## src/rtl/ctc_grp_pkg.sv

```systemverilog
package ctc_grp_pkg;

  // Position of the sequencer within the grouped codeword
  typedef enum logic [1:0] {
    PH_A = 2'd0,
    PH_B = 2'd1,
    PH_Y = 2'd2,
    PH_W = 2'd3
  } phase_e;

  localparam int NUM_SUB = 6;

  // Subblock select codes on the write port and read mux
  localparam logic [2:0] SEL_A  = 3'd0;
  localparam logic [2:0] SEL_B  = 3'd1;
  localparam logic [2:0] SEL_Y1 = 3'd2;
  localparam logic [2:0] SEL_Y2 = 3'd3;
  localparam logic [2:0] SEL_W1 = 3'd4;
  localparam logic [2:0] SEL_W2 = 3'd5;

endpackage

```

## src/rtl/ctc_grp_bitmem.sv

```systemverilog
// One-bit-wide simple dual-port buffer with registered read (block RAM style)
module ctc_grp_bitmem #(
  parameter int DEPTH = 64,
  parameter int AW    = $clog2(DEPTH)
) (
  input  logic          clk,
  input  logic          we,
  input  logic [AW-1:0] waddr,
  input  logic          wdata,
  input  logic [AW-1:0] raddr,
  output logic          rdata
);

  logic store [DEPTH];

  always_ff @(posedge clk) begin
    if (we) begin
      store[waddr] <= wdata;
    end
  end

  always_ff @(posedge clk) begin
    rdata <= store[raddr];
  end

endmodule

```

## src/rtl/ctc_grp_walk.sv

```systemverilog
// Sequence walker: tracks phase and index, computes the look-ahead read
// address so the registered buffers present the next bit with no bubble.
module ctc_grp_walk
  import ctc_grp_pkg::*;
#(
  parameter int MAX_N = 64,
  parameter int AW    = $clog2(MAX_N),
  parameter int LW    = $clog2(MAX_N + 1),
  parameter int KW    = $clog2(2 * MAX_N)
) (
  input  logic          clk,
  input  logic          rst,
  input  logic          start,
  input  logic [LW-1:0] len,
  input  logic          rot,
  input  logic          ready,
  output logic          busy,
  output logic          done,
  output logic [2:0]    sel,
  output logic [AW-1:0] rd_addr
);

  localparam int CW = KW + 1;

  logic          busy_q, busy_n;
  logic          done_q, done_n;
  logic [2:0]    sel_q, sel_n;
  phase_e        ph_q, ph_n;
  logic [KW-1:0] k_q, k_n;
  logic [LW-1:0] len_q, len_n;
  logic          rot_q, rot_n;

  logic          len_ok, accept, fire, at_end, b_wrap;
  logic [CW-1:0] ab_end, yw_end, end_k;

  assign len_ok = (len != '0) && (CW'(len) <= CW'(MAX_N));
  assign accept = start && !busy_q && len_ok;
  assign fire   = busy_q && ready;
  assign len_n  = accept ? len : len_q;
  assign rot_n  = accept ? rot : rot_q;

  assign ab_end = CW'(len_q) - CW'(1);
  assign yw_end = (CW'(len_q) << 1) - CW'(1);
  assign end_k  = ph_q[1] ? yw_end : ab_end;
  assign at_end = (CW'(k_q) == end_k);

  // Next position in the codeword
  always_comb begin
    busy_n = busy_q;
    ph_n   = ph_q;
    k_n    = k_q;
    if (accept) begin
      busy_n = 1'b1;
      ph_n   = PH_A;
      k_n    = '0;
    end else if (fire) begin
      if (done_q) begin
        busy_n = 1'b0;
      end else if (at_end) begin
        ph_n = phase_e'(ph_q + 2'd1);
        k_n  = '0;
      end else begin
        k_n = k_q + KW'(1);
      end
    end
  end

  // Read address and subblock for the next position
  assign b_wrap = (CW'(k_n) == (CW'(len_n) - CW'(1)));

  always_comb begin
    rd_addr = AW'(k_n);
    sel_n   = SEL_A;
    unique case (ph_n)
      PH_A: begin
        rd_addr = AW'(k_n);
        sel_n   = SEL_A;
      end
      PH_B: begin
        sel_n = SEL_B;
        if (!rot_n)      rd_addr = AW'(k_n);
        else if (b_wrap) rd_addr = '0;
        else             rd_addr = AW'(k_n + KW'(1));
      end
      PH_Y: begin
        rd_addr = AW'(k_n >> 1);
        sel_n   = k_n[0] ? SEL_Y2 : SEL_Y1;
      end
      PH_W: begin
        rd_addr = AW'(k_n >> 1);
        sel_n   = k_n[0] ? SEL_W2 : SEL_W1;
      end
      default: ;
    endcase
  end

  assign done_n = busy_n && (ph_n == PH_W) &&
                  (CW'(k_n) == ((CW'(len_n) << 1) - CW'(1)));

  always_ff @(posedge clk) begin
    if (rst) begin
      busy_q <= 1'b0;
      done_q <= 1'b0;
      sel_q  <= SEL_A;
      ph_q   <= PH_A;
      k_q    <= '0;
      len_q  <= '0;
      rot_q  <= 1'b0;
    end else begin
      busy_q <= busy_n;
      done_q <= done_n;
      sel_q  <= sel_n;
      ph_q   <= ph_n;
      k_q    <= k_n;
      len_q  <= len_n;
      rot_q  <= rot_n;
    end
  end

  assign busy = busy_q;
  assign done = done_q;
  assign sel  = sel_q;

endmodule

```

## src/rtl/ctc_grp_seq.sv

```systemverilog
// Bit grouping output sequencer: six subblock buffers feeding one serial stream
module ctc_grp_seq
  import ctc_grp_pkg::*;
#(
  parameter int MAX_N = 64,
  parameter int AW    = $clog2(MAX_N),
  parameter int LW    = $clog2(MAX_N + 1)
) (
  input  logic          clk,
  input  logic          rst,
  input  logic          wr_en,
  input  logic [2:0]    wr_sel,
  input  logic [AW-1:0] wr_addr,
  input  logic          wr_data,
  input  logic [LW-1:0] blk_len,
  input  logic          rot_en,
  input  logic          start,
  input  logic          out_ready,
  output logic          out_valid,
  output logic          out_bit,
  output logic          out_done
);

  localparam int KW = $clog2(2 * MAX_N);

  logic [AW-1:0] rd_addr;
  logic [2:0]    cur_sel;
  logic [7:0]    rd_bits;

  ctc_grp_walk #(
    .MAX_N (MAX_N),
    .AW    (AW),
    .LW    (LW),
    .KW    (KW)
  ) u_walk (
    .clk     (clk),
    .rst     (rst),
    .start   (start),
    .len     (blk_len),
    .rot     (rot_en),
    .ready   (out_ready),
    .busy    (out_valid),
    .done    (out_done),
    .sel     (cur_sel),
    .rd_addr (rd_addr)
  );

  for (genvar g = 0; g < NUM_SUB; g++) begin : g_sub
    ctc_grp_bitmem #(
      .DEPTH (MAX_N),
      .AW    (AW)
    ) u_mem (
      .clk   (clk),
      .we    (wr_en && (wr_sel == 3'(g))),
      .waddr (wr_addr),
      .wdata (wr_data),
      .raddr (rd_addr),
      .rdata (rd_bits[g])
    );
  end

  assign rd_bits[7:NUM_SUB] = '0;
  assign out_bit = rd_bits[cur_sel];

endmodule

```

## config.mk

```make
export PLATFORM = sky130hd
export DESIGN_NAME = ctc_grp_seq
export DESIGN_NICKNAME = d
export VERILOG_FILES = /design/src/rtl/ctc_grp_pkg.sv /design/src/rtl/ctc_grp_bitmem.sv /design/src/rtl/ctc_grp_walk.sv /design/src/rtl/ctc_grp_seq.sv
export SDC_FILE = /design/constraint.sdc
export NUM_CORES = 1
export LEC_CHECK = 0
export BUFFER_PORTS_ARGS = -buffer_cell sky130_fd_sc_hd__buf_2
export CORE_ASPECT_RATIO = 0.7
export CORE_MARGIN = 2
export CORE_UTILIZATION = 30
export DETAILED_ROUTE_END_ITERATION = 10
export PLACE_DENSITY_LB_ADDON = 0.15
export SLEW_MARGIN = 40
export SYNTH_ARGS = -nofsm -noshare
export SYNTH_HDL_FRONTEND = slang
export SYNTH_SLANG_ARGS = --single-unit
```

## constraint.sdc

```tcl
create_clock -name clk -period 5.3 [get_ports clk]
set_input_delay 0.265 -clock clk [delete_from_list [all_inputs] [get_ports clk]]
set_output_delay 0.265 -clock clk [all_outputs]
set_load 0.1 [all_outputs]
```

==> results of run 1 <==
==> layer usage <==
metal | vias up | routed length [um]
met5 | - | 18
met4 | 2 | 910
met3 | 67 | 4210
met2 | 416 | 25000
met1 | 7140 | 30800
li1 | 6597 | -
==> Yosys cell counts (all sizes together), types with 13 or more instances <==
master,instances
nor2,424
edfxtp,384
nand2,185
mux2i,163
clkbuf,78
a21oi,48
a211oi,39
buf,37
mux2,29
dfxtp,28
o21ai,28
and3,26
nor3,20
nand3,18
nor4,16
a22oi,15
a22o,14
xnor2,14
a221oi,13
nor2b,13
==> metrics by stage <==
step	setup TNS (ns)	util (%)	cell area (um2)	power [mW]
3_3_place_gp	-0.475	33.3	21700	4.15
2_1_floorplan	0	-	19900	3.93
3_5_place_dp	-1.03	33.5	21800	4.16
4_1_cts	0	36.0	23500	7.26
6_report	0	36.6	23900	7.21
5_1_grt	-0.00944	36.6	23900	7.46
==> path summary, 6_finish.rpt <==
kind	end	slack, ns
hold reg to reg	u_walk.len_q[5]	0.52
setup / recovery	g_sub[4].u_mem.rdata	0.15
hold / removal	u_walk.len_q[4]	0.03
setup reg to reg	g_sub[4].u_mem.rdata	0.15
==> sequential cells by signal (all words and copies together), names as in the netlist <==
register,count
g_sub.u_mem.store,384
u_walk.k_q,7
u_walk.len_q,7
g_sub.u_mem.rdata,6
u_walk.sel,3
u_walk.ph_q,2
u_walk.busy,1
u_walk.done,1
u_walk.rot_q,1
==> worst max-delay path, delay by kind of cell (launching register included) <==
family          cells  cell delay (ns)
simple gates        6             2.19
compound gates      7             1.37
buf+inv             6             0.81
flops               1             0.33
mux                 1             0.20
fa+ha+maj           1             0.13
==> power breakdown <==
group	switching (mW)	leakage (nW)	internal, mW
sequential	0.00951	3.68	3.56
combinational	0.356	3.44	0.222
clock	1.34	0.682	1.72
==> cells by family after synthesis <==
group | share of synthesized area, %
simple gates | 16.4
flops | 60.9
compound gates | 8.49
mux | 9.97
buf+inv | 3.01
xor+xnor | 1.01
fa+ha+maj | 0.252
==> what timing repair did <==
item,4_1_cts,5_1_grt
endpoints found under the hold margin,2,0
cloned,2,2
buffers inserted,6,11
hold buffers,2,0
endpoints found under the setup margin,6,6
resized for setup,20,56
pin swaps,3,13
==> layout make-up <==
cell class	count	share of cell area (%)
clock inverter	29	0.860
multi-input combinational	1210	31.6
inverter	12	0.189
sequential	412	50.7
timing repair buffer	171	7.01
clock buffer	54	5.04
tap	880	4.62
==> key figures, run 1 <==
Worst hold path
  • Min-Delay Path Depth: 3
  • Hold path startpoint: blk_len[4]
  • Hold crit path type: input pin to flop

GRT
  • Vias in the first global route: 14.0k
  • First-pass GRT wire length: 90.8 mm
  • Grt met2 use: 25.2%
  • GR Util met1: 27.8%
  • GR Util met3: 3.14%
  • Total global-route track usage: 17.8%
  • Busiest grt layer: met1
  • Initial antenna violation count: 1
  • Pin count of the biggest net entering global routing: 165
  • Grt total ovfl: 0

Worst setup path
  • CP Cell Sequence: inv_2 -> ha_4 -> or3b_4 -> a32o_1 -> or4_4 -> a311oi_4 -> nand3_2 -> buf_6 -> o31ai_4 -> o21ai_1 -> or4b_4 -> o211ai_4 -> buf_12 -> buf_12 -> buf_12 -> buf_12 -> mux2i_2 -> a22o_1 -> o22ai_1 -> or3_1 -> and4_1
  • Crit path largest cell delay: 0.58 ns
  • Most numerous cell on the critical path: buf_12
  • Crit path launch: u_walk.len_q[1]
  • Startpoint Class: flop
  • CP endpoint kind: flop
  • Crit-path slowest cell: or4b_4
  • Crit Path Max Fanout: 13
  • Worst R2R Path Depth: 21
  • CP Class: flop to flop
  • Required @ worst endpoint: 5.78 ns
  • FF-to-FF Start: u_walk.len_q[1]
  • WP data arrival: 5.63 ns

Drt
  • Via-to-Cell Ratio: 5.14
  • Final wirelength: 61.0 mm
  • Total iterations of the first detailed-routing run: 6
  • Initial DRC Count: 1,716
  • Vias after detailed routing: 14.2k
  • Remaining DRCs: 0
  • Routed len/inst: 22.0 um
  • ANT nets after route: 0

Yosys
  • Post-synth EDFFs: 384
  • Cell Area, Synth: 0.0199 mm2
  • Avg Cell Area, Syn: 11.4 um2
  • Distinct cells, synth: 87
  • Yosys top cell by area: edfxtp_1
  • FFs w/ async S/R, synth: 0%
  • Post-Synthesis Cells: 1,749
  • Register area share after synthesis: 60.9%
  • Top_reg_cell synth: edfxtp_1
  • FF+latch count, synth: 412
  • Top cells by area, synth: edfxtp_1 58%, mux2i_1 8.2%, nor2_1 8.0%
  • Synthesis Warnings: 0
  • Syn Nets: 1,776
  • Top cell type's share of synthesized area: 58.1%

Timing
  • Minimum clock period: 5.15 ns
  • Max-slew violation count: 0
  • Clock skew: 0.0139 ns
  • Post-route clock period utilization: 97.2%
  • Final WS setup: 0.147 ns
  • Least-Margin Pin Slew: 0.740 ns
  • Final hold violation count: 0
  • Slew HR: 50.6%
  • Hold_ws: 0.0253 ns
  • FMAX: 194 MHz
  • Final setup fails: 0

Final layout
  • Number of fill cells: 6,489
  • Layout cells sized above 1: 17.5%
  • Most frequent cells in the layout: 420 x nor2_1, 384 x edfxtp_1, 180 x nand2_1
  • Post-Layout Cell Count: 2,768
  • Most common cell after layout, fill and taps aside: nor2_1
  • Area taken by multi-input logic gates: 0.00753 mm2
  • # nets final: 1,880
  • Area Growth Syn to Fin: 20.1%
  • Reg area: 0.0121 mm2
  • Ant. Diodes: 0

Die
  • Initial Util: 30.5%
  • Die X: 311 um
  • Core area: 0.0651 mm2
  • Die area: 0.0683 mm2
  • Rows: 78
  • I/O pin count: 26
  • Die H: 219 um

Clock tree
  • Sinks on Clock Net: 412
  • H-tree Lvls: 2
  • Clock Tree Buf Depth: 3
  • TritonCTS buffer count: 46
  • Clock root cell: clkbuf_16
  • Worst-Skew Late Latency: 0.58 ns
  • CTS tree: built
  • Clk slew on worst S/H paths: 0.06 ns

Placement
  • Routability Congestion: 0.901
  • Cells after DPL: 2,661
  • Port Buf Inserts: 25
  • Hpwl dp: 39.7 mm
  • Setup WS pre-CTS: -0.212 ns

Pwr
  • P per Cell Area: 302 mW/mm2
  • Leak: 7.80 nW
  • Max VDD drop: 0.185 mV

Flow run
  • Max cap viols: 0

Outcome
  • Status: finished clean
(Power assumes the default switching activity.)
==> run 2: changes to the inputs <==
- ABC_AREA: not set -> 1
==> run 2 against run 1 <==
Effect of this change: core utilization shrank 2.7 points; count of clock-buffer cells in the layout grew 3; fmax grew 10%; synthesized cell count grew 36%; worst hold slack gained 0.021 ns; synthesized area grew 6.1%; critical path depth grew 4; clock skew grew 0.0031 ns; cell area shrank 0.82%; global-route usage grew 1.0 points; combinational power is essentially flat; clock power grew 6%; critical endpoint is now g_sub[3].u_mem.rdata.
==> key figures, run 2 <==
Outcome
  • Status: finished clean

Yosys
  • Top_reg_cell synth: edfxtp_1
  • Top post-synthesis cells by count: 436 x nand3_1, 434 x nor2_1, 431 x nand2_1
  • Top cells by area, synth: edfxtp_1 55%, nand3_1 10%, nor2_1 7.7%
  • Register area share after synthesis: 57.4%
  • Top cell type's share of synthesized area: 54.7%
  • Avg Cell Area, Syn: 8.87 um2
  • Distinct cells, synth: 40
  • FFs w/ async S/R, synth: 0%
  • Count leader, synth: nand3_1
  • Post-Synthesis Cells: 2,375
  • Synthesis Warnings: 0
  • Post-synth EDFFs: 384
  • FF+latch count, synth: 412
  • Syn Nets: 2,402
  • Yosys top cell by area: edfxtp_1
  • Cell Area, Synth: 0.0211 mm2

Timing
  • Final setup fails: 0
  • Sum of negative setup slack: 0 ns
  • Slew HR: 43.1%
  • Unrepaired setup endpoints after global routing: no
  • Final WS setup: 0.618 ns
  • Post-route clock period utilization: 88.3%
  • FMAX: 214 MHz
  • Hold_ws: 0.0460 ns
  • Minimum clock period: 4.68 ns
  • Clock skew: 0.0169 ns
  • Max-slew violation count: 0
  • Final hold violation count: 0
  • Least-Margin Pin Slew: 0.853 ns

Drt
  • Vias after detailed routing: 16.5k
  • Final wirelength: 67.8 mm
  • Via-to-Cell Ratio: 5.00
  • Total iterations of the first detailed-routing run: 5
  • ANT nets after route: 0
  • Initial DRC Count: 1,571
  • Routed len/inst: 20.6 um
  • Remaining DRCs: 0

Final layout
  • Max FFs per register: 384
  • Largest Register: g_sub.u_mem.store
  • Ant. Diodes: 0
  • Most frequent cells in the layout: 434 x nor2_1, 434 x nand3_1, 427 x nand2_1
  • Layout cells sized above 1: 7.56%
  • # nets final: 2,373
  • Post-route cell area: 0.0237 mm2
  • Largest registers: g_sub.u_mem.store: 384 flops, u_walk.k_q: 7 flops, u_walk.len_q: 7 flops
  • Area Growth Syn to Fin: 12.3%

Die
  • Die area: 0.0724 mm2
  • Initial Util: 30.3%
  • Core area: 0.0696 mm2
  • I/O pin count: 26
  • Die H: 226 um
  • Rows: 81
  • Die X: 321 um

Worst hold path
  • Hold Crit Endpoint: u_walk.len_q[2]
  • Hold path startpoint: blk_len[2]
  • Hold crit path type: input pin to flop
  • Min-Delay Path Depth: 3

Placement
  • Port Buf Inserts: 25
  • DP Area: 0.0221 mm2
  • Hpwl dp: 40.5 mm
  • Setup WS pre-CTS: 0.666 ns
  • Routability Congestion: 0.823

GRT
  • Initial antenna violation count: 1
  • Grt total ovfl: 0
  • Total global-route track usage: 18.8%
  • Pin count of the biggest net entering global routing: 213
  • Vias in the first global route: 15.7k
  • First-pass GRT wire length: 102 mm

Clock tree
  • Clock Tree Buf Depth: 3
  • CTS tree: built
  • Sinks on Clock Net: 412
  • Post-CTS Setup Bufs: 0
  • Hold buffers post-CTS: 1
  • Clock root cell: clkbuf_16
  • TritonCTS buffer count: 45
  • Clk slew on worst S/H paths: 0.06 ns
  • Worst-Skew Late Latency: 0.58 ns
  • Post-CTS sizing: 0
  • H-tree Lvls: 2

Worst setup path
  • Most numerous cell on the critical path: nand3_1
  • Crit-path slowest cell: dlygate4sd3_1
  • WP data arrival: 5.16 ns
  • Crit path depth: 25
  • Crit Path Max Fanout: 36
  • Delay-heaviest family, CP: simple AND/OR/NAND/NOR gates
  • Worst R2R Path Depth: 21
  • Crit path largest cell delay: 0.53 ns
  • FF-to-FF Start: u_walk.busy
  • Worst reg2reg setup slack: 0.70 ns
  • CP Class: input pin to flop
  • Crit path buf inv count: 5
  • Required @ worst endpoint: 5.77 ns
  • Reg2reg end: g_sub[3].u_mem.rdata
  • CP endpoint kind: flop
  • Startpoint Class: input pin

Flow run
  • Max cap viols: 0

Pwr
  • Post-layout power: 7.38 mW
  • Max VDD drop: 0.224 mV
  • Leak: 8.94 nW
  • P per Cell Area: 312 mW/mm2
[run 2: logic make-up after synthesis]
group                    Yosys count  synth area share, %
AO/OA/AOI/OAI                     24                0.701
XOR/XNOR                          13                0.576
adder cells (fa/ha/maj)            4                0.238
buffers and inverters            439                 9.07
flip-flops                       412                 57.4
AND/OR/NAND/NOR                 1483                 32.0
[run 2: worst max path at each step]
stage	from	slack, ns	endpoint
after floorplan	u_walk.sel[0]	1.51	out_bit
after global placement	blk_len[4]	0.44	g_sub[1].u_mem.rdata
after detailed placement	blk_len[3]	0.67	g_sub[5].u_mem.rdata
after CTS	blk_len[0]	0.72	g_sub[1].u_mem.rdata
after global routing	blk_len[0]	0.25	g_sub[5].u_mem.rdata
final	blk_len[0]	0.62	g_sub[3].u_mem.rdata
[run 2: final cells by class]
type	instances	area, um2
Fill cell	7267	46000
Sequential cell	412	12100
Multi-Input combinational cell	1524	7250
Clock buffer	57	1210
Tap cell	913	1140
Inverter	303	1140
Timing Repair Buffer	60	561
Clock inverter	26	255
[run 2: power breakdown]
| group | internal (mW) | switching (mW) | total (mW) | leakage [nW] |
|---|---|---|---|---|
| combinational | 0.146 | 0.432 | 0.578 | 4.55 |
| sequential | 3.56 | 0.00787 | 3.57 | 3.68 |
| clock | 1.87 | 1.37 | 3.24 | 0.714 |
[run 2: metrics by stage]
| step | instances | util (%) |
|---|---|---|
| 2_1_floorplan | 2375 | - |
| 3_3_place_gp | 3205 | 31.6 |
| 3_5_place_dp | 3210 | 31.8 |
| 4_1_cts | 3294 | 33.9 |
| 5_1_grt | 3295 | 34.0 |
| 6_report | 3295 | 34.0 |
[run 2: per-layer routing]
metal  GRT usage (%)  routed length [um]  vias to the layer above
met2            26.8               27800                      454
met3            3.26                4430                       76
met1            29.2               34400                     8180
li1                -                   -                     7750
met5               0                   0                        -
met4            4.07                1160                        0
[run 2: worst reg2reg max path, delay by kind of cell, from the launching register on]
| family | cells | cell delay (ns) |
|---|---|---|
| AOI/OAI and AO/OA | 2 | 0.64 |
| and+or+nand+nor | 14 | 2.33 |
| adders and majority gates | 1 | 0.23 |
| DFF | 1 | 0.38 |
| xor gates and xnor gates | 1 | 0.24 |
| buffers and inverters | 3 | 0.70 |
==> run 3: changes to the inputs <==
- MAX_ROUTING_LAYER: not set -> met4
- RECOVER_POWER: not set -> 100
==> run 3 against run 2 <==
Effect of this change: the run now ends with max-capacitance violations, max-slew violations left; global-route usage grew 0.15 points; combinational power shrank 3%; register-to-register slack is essentially flat; die area is the same; critical path depth is the same; fmax grew 0.50%; sequential cell count is the same; core utilization shrank 0.50 points; sequential share of layout area grew 0.77 points; final cell count is essentially flat; cell area shrank 1.5%; worst hold slack gained 0.053 ns; critical path type unchanged; largest cell class unchanged; largest power group unchanged; highest routed layer unchanged.
==> key figures, run 3 (synthesis gave the netlist of run 2 again) <==
Worst setup path
  • CP endpoint kind: flop
  • Delay-heaviest family, CP: simple AND/OR/NAND/NOR gates
  • Worst reg2reg setup slack: 0.71 ns
  • Startpoint Class: input pin
  • Required @ worst endpoint: 5.79 ns
  • Reg2reg end: g_sub[1].u_mem.rdata
  • CP Class: input pin to flop
  • WP data arrival: 5.15 ns
  • Crit path largest cell delay: 0.55 ns
  • Most numerous cell on the critical path: nand3_1
  • Crit path depth: 25
  • Crit-path slowest cell: dlygate4sd3_1
  • Crit path buf inv count: 5
  • Worst R2R Path Depth: 22
  • Crit path launch: blk_len[2]
  • FF-to-FF Start: u_walk.busy
  • Setup crit end: g_sub[1].u_mem.rdata
  • Crit Path Max Fanout: 28

Final layout
  • Post-route cell area: 0.0233 mm2
  • Area taken by multi-input logic gates: 0.00714 mm2
  • Largest Register: g_sub.u_mem.store
  • Layout Utilization: 33.5%
  • Most frequent cells in the layout: 437 x nand3_1, 436 x nor2_1, 433 x nand2_1
  • Largest registers: g_sub.u_mem.store: 384 flops, u_walk.k_q: 7 flops, u_walk.len_q: 7 flops
  • Layout cells sized above 1: 5.84%
  • Area Growth Syn to Fin: 10.6%
  • Number of fill cells: 7,342
  • Post-Layout Cell Count: 3,294
  • Most common cell after layout, fill and taps aside: nand3_1
  • Max FFs per register: 384
  • # nets final: 2,375
  • Reg area: 0.0121 mm2

Die
  • Initial Util: 30.3%
  • Core area: 0.0696 mm2
  • Die X: 321 um
  • I/O pin count: 26
  • Die H: 226 um
  • Rows: 81
  • Die area: 0.0724 mm2

GRT
  • First-pass GRT wire length: 100 mm
  • Grt total ovfl: 0
  • Vias in the first global route: 15.8k
  • Total global-route track usage: 18.9%
  • Pin count of the biggest net entering global routing: 169
  • Initial antenna violation count: 2

Timing
  • Max-slew violation count: 621
  • Least-Margin Pin Slew: 4.66 ns
  • Post-route clock period utilization: 87.9%
  • FMAX: 215 MHz
  • Clock skew: 0.0238 ns
  • Slew HR: -211%
  • Final setup fails: 0
  • Final hold violation count: 0
  • Unrepaired setup endpoints after global routing: no
  • Sum of negative setup slack: 0 ns
  • Hold_ws: 0.0986 ns
  • Final WS setup: 0.642 ns
  • Minimum clock period: 4.66 ns

Pwr
  • Leak: 8.77 nW
  • Post-layout power: 7.11 mW
  • P per Cell Area: 305 mW/mm2
  • Max VDD drop: 0.247 mV

Clock tree
  • Worst-Skew Late Latency: 0.59 ns
  • Sinks on Clock Net: 412
  • H-tree Lvls: 2
  • CTS tree: built
  • Clk slew on worst S/H paths: 0.06 ns
  • TritonCTS buffer count: 45
  • Clock root cell: clkbuf_16
  • Post-CTS sizing: 0
  • Clock Tree Buf Depth: 3

Drt
  • Total iterations of the first detailed-routing run: 5
  • ANT nets after route: 0
  • Vias after detailed routing: 16.3k
  • Final wirelength: 66.8 mm
  • Routed len/inst: 20.3 um
  • Remaining DRCs: 0
  • Via-to-Cell Ratio: 4.96
  • Initial DRC Count: 1,538

Flow run
  • Max cap viols: 8

Worst hold path
  • Hold crit path type: input pin to flop

Outcome
  • Failing checks: max-capacitance violations, max-slew violations
  • Status: finished, violations left

Placement
  • DP Area: 0.0221 mm2
  • Cells after DPL: 3,209
  • Routability Congestion: 0.868
  • Hpwl dp: 39.4 mm
  • Port Buf Inserts: 25
  • Setup WS pre-CTS: 0.834 ns
[run 3: cell types whose count changed in the layout (fill, tap and decap cells not counted), sizes merged]
cell	delta
clkinv	-1
clkbuf	+19
inv	-1
buf	-16
dlygate4sd3	+2
diode	+1
clkinvlp	-1
bufinv	-4
[run 3: worst reg2reg max path, stage by stage, from the launching register on]
cell and delay [ns]:
dfxtp_1 0.47, nor2_1 0.12, nand3_1 0.21, buf_4 0.27, nand2_1 0.08, o21ai_0 0.23
ha_1 0.26, nand3_1 0.14, nor2_2 0.17, xor2_1 0.28, nand2_1 0.09, nand2_1 0.11
nor2_4 0.05, nand3_4 0.08, nand2_1 0.10, a21oi_4 0.52, buf_4 0.46, buf_4 0.26
nand3_1 0.13, nand3_1 0.13, nand3_1 0.16, nand3_1 0.12, nand2_1 0.07
[run 3: how the worst min path moves through the flow]
stage               start               to  slack (ns)  depth (start not counted)
3_5_place_dp   blk_len[0]  u_walk.len_q[0]        0.60                          3
5_1_grt         out_ready      u_walk.busy        0.13                          6
3_3_place_gp   blk_len[0]  u_walk.len_q[0]        0.59                          3
2_1_floorplan         rst    u_walk.k_q[0]        0.36                          1
6_report        out_ready      u_walk.busy         0.1                          6
4_1_cts         out_ready      u_walk.busy        0.06                          6
[run 3: layout make-up]
cell class | instances | area share (%)
clock buffer | 60 | 5.16
timing repair buffer | 62 | 2.01
inverter | 303 | 4.88
clock inverter | 19 | 0.505
antenna | 1 | 0.0107
tap | 913 | 4.90
multi-input combinational | 1524 | 30.6
sequential | 412 | 51.9
[run 3: timing repair]
action / in CTS / in global routing
hold endpoints to repair: 3 / 0
buffers inserted: 0 / 0
hold buffers: 3 / 0
[run 3: metal layers]
layer	wire [um]	track usage, %	share of wire, %
met5	0	-	0
met4	1310	4.69	2.0
met3	4600	3.69	6.9
met2	27600	26.6	41
met1	33300	27.7	50
[run 3: report_power, final]
part           switching [mW]  total (mW)  internal [mW]
Combinational           0.423       0.559          0.136
Sequential            0.00784        3.57           3.57
Clock                    1.35        2.98           1.63
Total                    1.78        7.11           5.34
